$ cat src/rtl/gxp_pkg.sv
`timescale 1ns/1ps
package gxp_pkg;

    typedef logic [1:0] ctr_t;

    localparam ctr_t CTR_MIN   = 2'd0;
    localparam ctr_t CTR_MAX   = 2'd3;
    localparam ctr_t CTR_RESET = 2'd1;

    typedef enum logic {
        DIR_NOT_TAKEN = 1'b0,
        DIR_TAKEN     = 1'b1
    } dir_e;

    function automatic ctr_t ctr_step(ctr_t c, dir_e outcome);
        ctr_t n;
        if (outcome == DIR_TAKEN) begin
            n = (c == CTR_MAX) ? c : ctr_t'(c + 2'd1);
        end else begin
            n = (c == CTR_MIN) ? c : ctr_t'(c - 2'd1);
        end
        return n;
    endfunction

    function automatic dir_e ctr_dir(ctr_t c);
        return dir_e'(c[1]);
    endfunction

endpackage

$ cat src/rtl/gxp_history.sv
`timescale 1ns/1ps
module gxp_history #(
    parameter int HIST_BITS = 8
) (
    input  logic                 clk,
    input  logic                 rst,
    input  logic                 shift_en,
    input  logic                 shift_in,
    output logic [HIST_BITS-1:0] hist
);

    logic [HIST_BITS-1:0] hist_q;

    always_ff @(posedge clk) begin
        if (rst) begin
            hist_q <= '0;
        end else if (shift_en) begin
            hist_q <= {hist_q[HIST_BITS-2:0], shift_in};
        end
    end

    assign hist = hist_q;

    AST_HIST_SHIFT: assert property (@(posedge clk) disable iff (rst)
        shift_en |=> hist == {$past(hist[HIST_BITS-2:0]), $past(shift_in)});

    AST_HIST_HOLD: assert property (@(posedge clk) disable iff (rst)
        !shift_en |=> $stable(hist));

endmodule

$ cat src/rtl/gxp_index_hash.sv
`timescale 1ns/1ps
module gxp_index_hash #(
    parameter int PC_W      = 32,
    parameter int PC_LSB    = 2,
    parameter int HIST_BITS = 8
) (
    input  logic [PC_W-1:0]      pc,
    input  logic [HIST_BITS-1:0] hist,
    output logic [HIST_BITS-1:0] idx
);

    logic                 unused_pc_parity;
    logic [HIST_BITS-1:0] pc_slice;

    assign pc_slice         = pc[PC_LSB +: HIST_BITS];
    assign idx              = pc_slice ^ hist;
    assign unused_pc_parity = ^pc;

endmodule

$ cat src/rtl/gxp_pattern_table.sv
`timescale 1ns/1ps
module gxp_pattern_table
    import gxp_pkg::*;
#(
    parameter int IDX_W = 8
) (
    input  logic             clk,
    input  logic             rst,
    input  logic [IDX_W-1:0] rd_idx,
    output ctr_t             rd_ctr,
    input  logic             wr_en,
    input  logic [IDX_W-1:0] wr_idx,
    input  dir_e             wr_dir
);

    localparam int DEPTH = 1 << IDX_W;

    ctr_t ctr_q [DEPTH];

    always_ff @(posedge clk) begin
        for (int i = 0; i < DEPTH; i++) begin
            if (rst) begin
                ctr_q[i] <= CTR_RESET;
            end else if (wr_en && (wr_idx == IDX_W'(i))) begin
                ctr_q[i] <= ctr_step(ctr_q[i], wr_dir);
            end
        end
    end

    assign rd_ctr = ctr_q[rd_idx];

    for (genvar g = 0; g < DEPTH; g++) begin : g_chk
        AST_CTR_UNTOUCHED: assert property (@(posedge clk) disable iff (rst)
            !(wr_en && wr_idx == IDX_W'(g)) |=> $stable(ctr_q[g]));

        AST_CTR_INC: assert property (@(posedge clk) disable iff (rst)
            (wr_en && wr_idx == IDX_W'(g) && wr_dir == DIR_TAKEN && ctr_q[g] != CTR_MAX)
            |=> ctr_q[g] == ctr_t'($past(ctr_q[g]) + 2'd1));

        AST_CTR_DEC: assert property (@(posedge clk) disable iff (rst)
            (wr_en && wr_idx == IDX_W'(g) && wr_dir == DIR_NOT_TAKEN && ctr_q[g] != CTR_MIN)
            |=> ctr_q[g] == ctr_t'($past(ctr_q[g]) - 2'd1));

        AST_CTR_SAT_HI: assert property (@(posedge clk) disable iff (rst)
            (wr_en && wr_idx == IDX_W'(g) && wr_dir == DIR_TAKEN && ctr_q[g] == CTR_MAX)
            |=> ctr_q[g] == CTR_MAX);

        AST_CTR_SAT_LO: assert property (@(posedge clk) disable iff (rst)
            (wr_en && wr_idx == IDX_W'(g) && wr_dir == DIR_NOT_TAKEN && ctr_q[g] == CTR_MIN)
            |=> ctr_q[g] == CTR_MIN);
    end

endmodule

$ cat src/rtl/ghist_xor_predictor.sv
`timescale 1ns/1ps
module ghist_xor_predictor
    import gxp_pkg::*;
#(
    parameter int PC_W      = 32,
    parameter int PC_LSB    = 2,
    parameter int HIST_BITS = 8
) (
    input  logic            clk,
    input  logic            rst,
    input  logic            fetch_vld,
    input  logic [PC_W-1:0] fetch_pc,
    input  logic            resolve_vld,
    input  logic [PC_W-1:0] resolve_pc,
    input  logic            resolve_taken,
    output logic            pred_taken
);

    localparam int IDX_W = HIST_BITS;

    typedef struct packed {
        logic             en;
        logic [IDX_W-1:0] idx;
        dir_e             dir;
    } train_req_t;

    logic [HIST_BITS-1:0] hist;
    logic [IDX_W-1:0]     fetch_idx;
    logic [IDX_W-1:0]     resolve_idx;
    ctr_t                 fetch_ctr;
    train_req_t           train;

    gxp_history #(.HIST_BITS(HIST_BITS)) u_hist (
        .clk      (clk),
        .rst      (rst),
        .shift_en (resolve_vld),
        .shift_in (resolve_taken),
        .hist     (hist)
    );

    gxp_index_hash #(.PC_W(PC_W), .PC_LSB(PC_LSB), .HIST_BITS(HIST_BITS)) u_fetch_hash (
        .pc   (fetch_pc),
        .hist (hist),
        .idx  (fetch_idx)
    );

    gxp_index_hash #(.PC_W(PC_W), .PC_LSB(PC_LSB), .HIST_BITS(HIST_BITS)) u_resolve_hash (
        .pc   (resolve_pc),
        .hist (hist),
        .idx  (resolve_idx)
    );

    always_comb begin
        train.en  = resolve_vld;
        train.idx = resolve_idx;
        train.dir = dir_e'(resolve_taken);
    end

    gxp_pattern_table #(.IDX_W(IDX_W)) u_table (
        .clk    (clk),
        .rst    (rst),
        .rd_idx (fetch_idx),
        .rd_ctr (fetch_ctr),
        .wr_en  (train.en),
        .wr_idx (train.idx),
        .wr_dir (train.dir)
    );

    assign pred_taken = fetch_vld && (ctr_dir(fetch_ctr) == DIR_TAKEN);

    AST_IDLE_NOT_TAKEN: assert property (@(posedge clk) disable iff (rst)
        !fetch_vld |-> !pred_taken);

endmodule

$ cat config.mk
export PLATFORM = sky130hd
export DESIGN_NAME = ghist_xor_predictor
export DESIGN_NICKNAME = d
export VERILOG_FILES = /design/src/rtl/gxp_pkg.sv /design/src/rtl/gxp_history.sv /design/src/rtl/gxp_index_hash.sv /design/src/rtl/gxp_pattern_table.sv /design/src/rtl/ghist_xor_predictor.sv
export SDC_FILE = /design/constraint.sdc
export NUM_CORES = 2
export LEC_CHECK = 0
export CORE_ASPECT_RATIO = 0.8
export CORE_MARGIN = 2
export CORE_UTILIZATION = 60
export CTS_BUF_LIST = sky130_fd_sc_hd__clkbuf_8
export CTS_CLUSTER_DIAMETER = 30
export CTS_CLUSTER_SIZE = 10
export DETAILED_ROUTE_END_ITERATION = 10
export DONT_BUFFER_PORTS = 1
export PLACE_DENSITY = 0.76
export SYNTH_ARGS = -nofsm -noshare
export SYNTH_HDL_FRONTEND = slang
export SYNTH_SLANG_ARGS = --single-unit
$ cat constraint.sdc
create_clock -name clk -period 10.5 [get_ports clk]
set_input_delay 3.15 -clock clk [delete_from_list [all_inputs] [get_ports clk]]
set_output_delay 3.15 -clock clk [all_outputs]
set_load 0.03 [all_outputs]
==> run summary <==
Outcome - complete, but fails checks
Violated checks - slew limit
Vias per inst - 7.213
Max FO, Critical Path - 13
Fmax - 109.9 MHz
Layout Nets - 2920
Starting Density - 0.6033
Area of the die - 55720 um^2
Resized Gates After CTS - 0
Core area - 53540 um^2
Layout Skew - 0.04573 ns
Total GRT Usage - 0.3468
P_int - 3.819 mW
Final hold viol count - 0
Multi-input gate area - 15720 um^2
Final period utilization - 0.8669
P&R area growth vs syn - 8.205%
Sequential share of power - 0.460
Initial DRC Count - 4135
Leakage power - 10.72 nW
Post-synthesis sequential area ratio - 0.4810
First-pass DRT Iterations - 7
Clock buffer depth - 3
Synth Cell Area - 32300 um^2
Initial antenna violation count - 2
Global-route wire length before repair - 147500 um
Die H - 211.5 um
Fin Setup TNS - 0 ns
Number of global-route vias before repair - 25390
Gr ovfl total - 0
Worst-Margin Slew - 2.529 ns
Wire per inst - 26.72 um
Syn_nets - 3041
Tmin final - 9.102 ns
FF+latch area - 15530 um^2
Total number of vias - 26290
Standard-cell row count - 76
Placed cells - 3444
Drc violations - 0
Post-synthesis cell type count - 47
P_sw - 1.296 mW
Setup Viol. Count Final - 0
Number of synthesized register bits - 520
Port buffer count - 0
Clock Power Share - 0.448
Final antenna-violating net count - 0
Share of layout cells above drive strength 1 - 0.09925
Fill cells - 3987
HP Class - reg -> reg
Unrepaired setup endpoints after global routing - false
Max capacitance violation total - 0
Synth Instances - 2972
H-tree levels - 3
Synthesized area per cell - 10.87 um^2
Worst EP required - 7.35 ns
TritonCTS clock tree - done
Fin. max-slew vios - 483
Switching Fraction - 0.2534
Worst hold path depth - 2
Logic pwr share - 0.092
Non-filler cells, final - 3645
Path depth of the worst reg2reg path - 6
Post-DP HPWL - 56360 um
Pwr Total - 5.114 mW
Clock transition at path regs - 0.05 ns
Ys Warns - 0
Max_slew headroom - -0.6860
CTS root buf - clkbuf_8
GP Congestion - 0.8524
Clk sinks - 520
Setup crit end kind - output port
Final wirelength - 97390 um
Cts hold-fix bufs - 0
Type of origin of the critical path - input pin
Power Density - 146.3 nW/um^2
Clk_lat worst skew - 0.74 ns
Post-CTS Setup Inserts - 0
# IOs - 70
Worst Setup Path Type - in -> out
Largest net degree at the start of global routing - 770
Die span in x - 263.4 um
Critical Path AT - 5.95 ns
Maximum vdd drop - 102.3 uV
Cts bufs inserted - 107
-- layer usage --
metal / up-vias / GRT usage / share of wire
li1: 11190 / - / -
met1: 12960 / 0.4564 / 0.36
met2: 1798 / 0.5352 / 0.45
met3: 344 / 0.09178 / 0.14
met4: 0 / 0.1730 / 0.051
met5: - / 0 / 0
-- area by class of cell --
cell class	instances	share of cell area
multi-input combinational	2161	0.4496
sequential	520	0.4445
clock buffer	109	0.04292
tap	702	0.02513
clock inverter	91	0.02331
timing repair buffer	60	0.01432
inverter	1	0.0001074
antenna	1	0.00007160
-- Yosys cell counts (all sizes together) --
master / count / area share
nand3: 530 / 0.082
edfxtp: 512 / 0.48
xnor2: 479 / 0.13
or3: 269 / 0.052
a41o: 256 / 0.079
clkbuf: 242 / 0.028
nor3: 226 / 0.035
nand2: 97 / 0.011
xor2: 63 / 0.018
mux4: 52 / 0.038
nor2: 52 / 0.0060
and3: 48 / 0.0093
buf: 48 / 0.0088
and2: 18 / 0.0035
mux2i: 17 / 0.0053
o21ai: 9 / 0.0014
dfxtp: 8 / 0.0050
a32oi: 6 / 0.0016
nor4: 6 / 0.0012
nand4: 5 / 0.00097
a21oi: 4 / 0.00062
o211ai: 4 / 0.00093
o2111ai: 3 / 0.00081
o311ai: 3 / 0.00081
a311oi: 2 / 0.00054
a31oi: 2 / 0.00039
and4: 2 / 0.00054
o22ai: 2 / 0.00039
a2111oi: 1 / 0.00027
a22oi: 1 / 0.00023
a31o: 1 / 0.00027
a41oi: 1 / 0.00027
inv: 1 / 0.00012
mux2: 1 / 0.00035
nor2b: 1 / 0.00019
-- power groups by stage --
stage,registers [mW],logic (mW),clock network [mW]
2_1_floorplan,2.38,0.384,0
3_3_place_gp,2.39,0.427,0
3_5_place_dp,2.40,0.446,0
4_1_cts,2.35,0.450,2.31
5_1_grt,2.36,0.483,2.40
6_report,2.35,0.469,2.29
-- flip-flops by register name (all words and copies together) (netlist names) --
register and count:
u_table.ctr_q 512, u_hist.hist 8
-- worst max-delay path, stage by stage --
cell	delay (ns)
xnor2_2	0.11
buf_4	0.28
nor2_1	0.82
buf_4	0.32
nand3_1	0.09
nand4_1	0.10
o21ai_0	0.20
nor4_1	0.39
nor4_1	0.09
a31o_1	0.38
-- placed cells by master, fill, tap and decap left out, drive strengths merged, types with 3 or more instances in the layout --
master,n
buf,60
mux4,52
o311ai,3
nand4,5
a21oi,4
clkinvlp,12
nand2,97
nor2,52
a41o,256
or3,269
xor2,63
a32oi,6
nor4,6
nor3,226
inv,17
bufinv,13
and3,48
o211ai,4
and2,18
xnor2,479
o2111ai,3
edfxtp,512
dfxtp,8
nand3,530
o21ai,9
clkinv,50
clkbuf,109
mux2i,17
-- final timing paths --
kind	slack (ns)	from	endpoint
max	1.40	fetch_pc[4]	pred_taken
max reg2reg	6.94	u_hist.hist[1]	u_table.ctr_q[87][0]
min reg2reg	0.61	u_hist.hist[7]	u_hist.hist[7]
min	0.61	u_hist.hist[7]	u_hist.hist[7]
-- per-stage QoR --
stage / utilization / cell area (um^2) / hold WS, ns / setup slack [ns]
after global placement: 0.6095 / 32630 / 0.5604 / 1.570
after detailed placement: 0.6095 / 32630 / 0.5868 / 1.568
after floorplan: - / 32300 / 0.5466 / 2.248
after global routing: 0.6528 / 34950 / 0.6415 / 1.485
final: 0.6528 / 34950 / 0.6080 / 1.398
after CTS: 0.6528 / 34950 / 0.6049 / 1.570
-- cells by family after synthesis --
| kind of cell | Yosys count | share of synthesized area |
|---|---|---|
| compound gates | 295 | 0.08790 |
| buf+inv | 291 | 0.03707 |
| mux | 70 | 0.04339 |
| flops | 520 | 0.4810 |
| xor+xnor | 542 | 0.1482 |
| simple gates | 1254 | 0.2024 |
(Power assumes the default switching activity.)
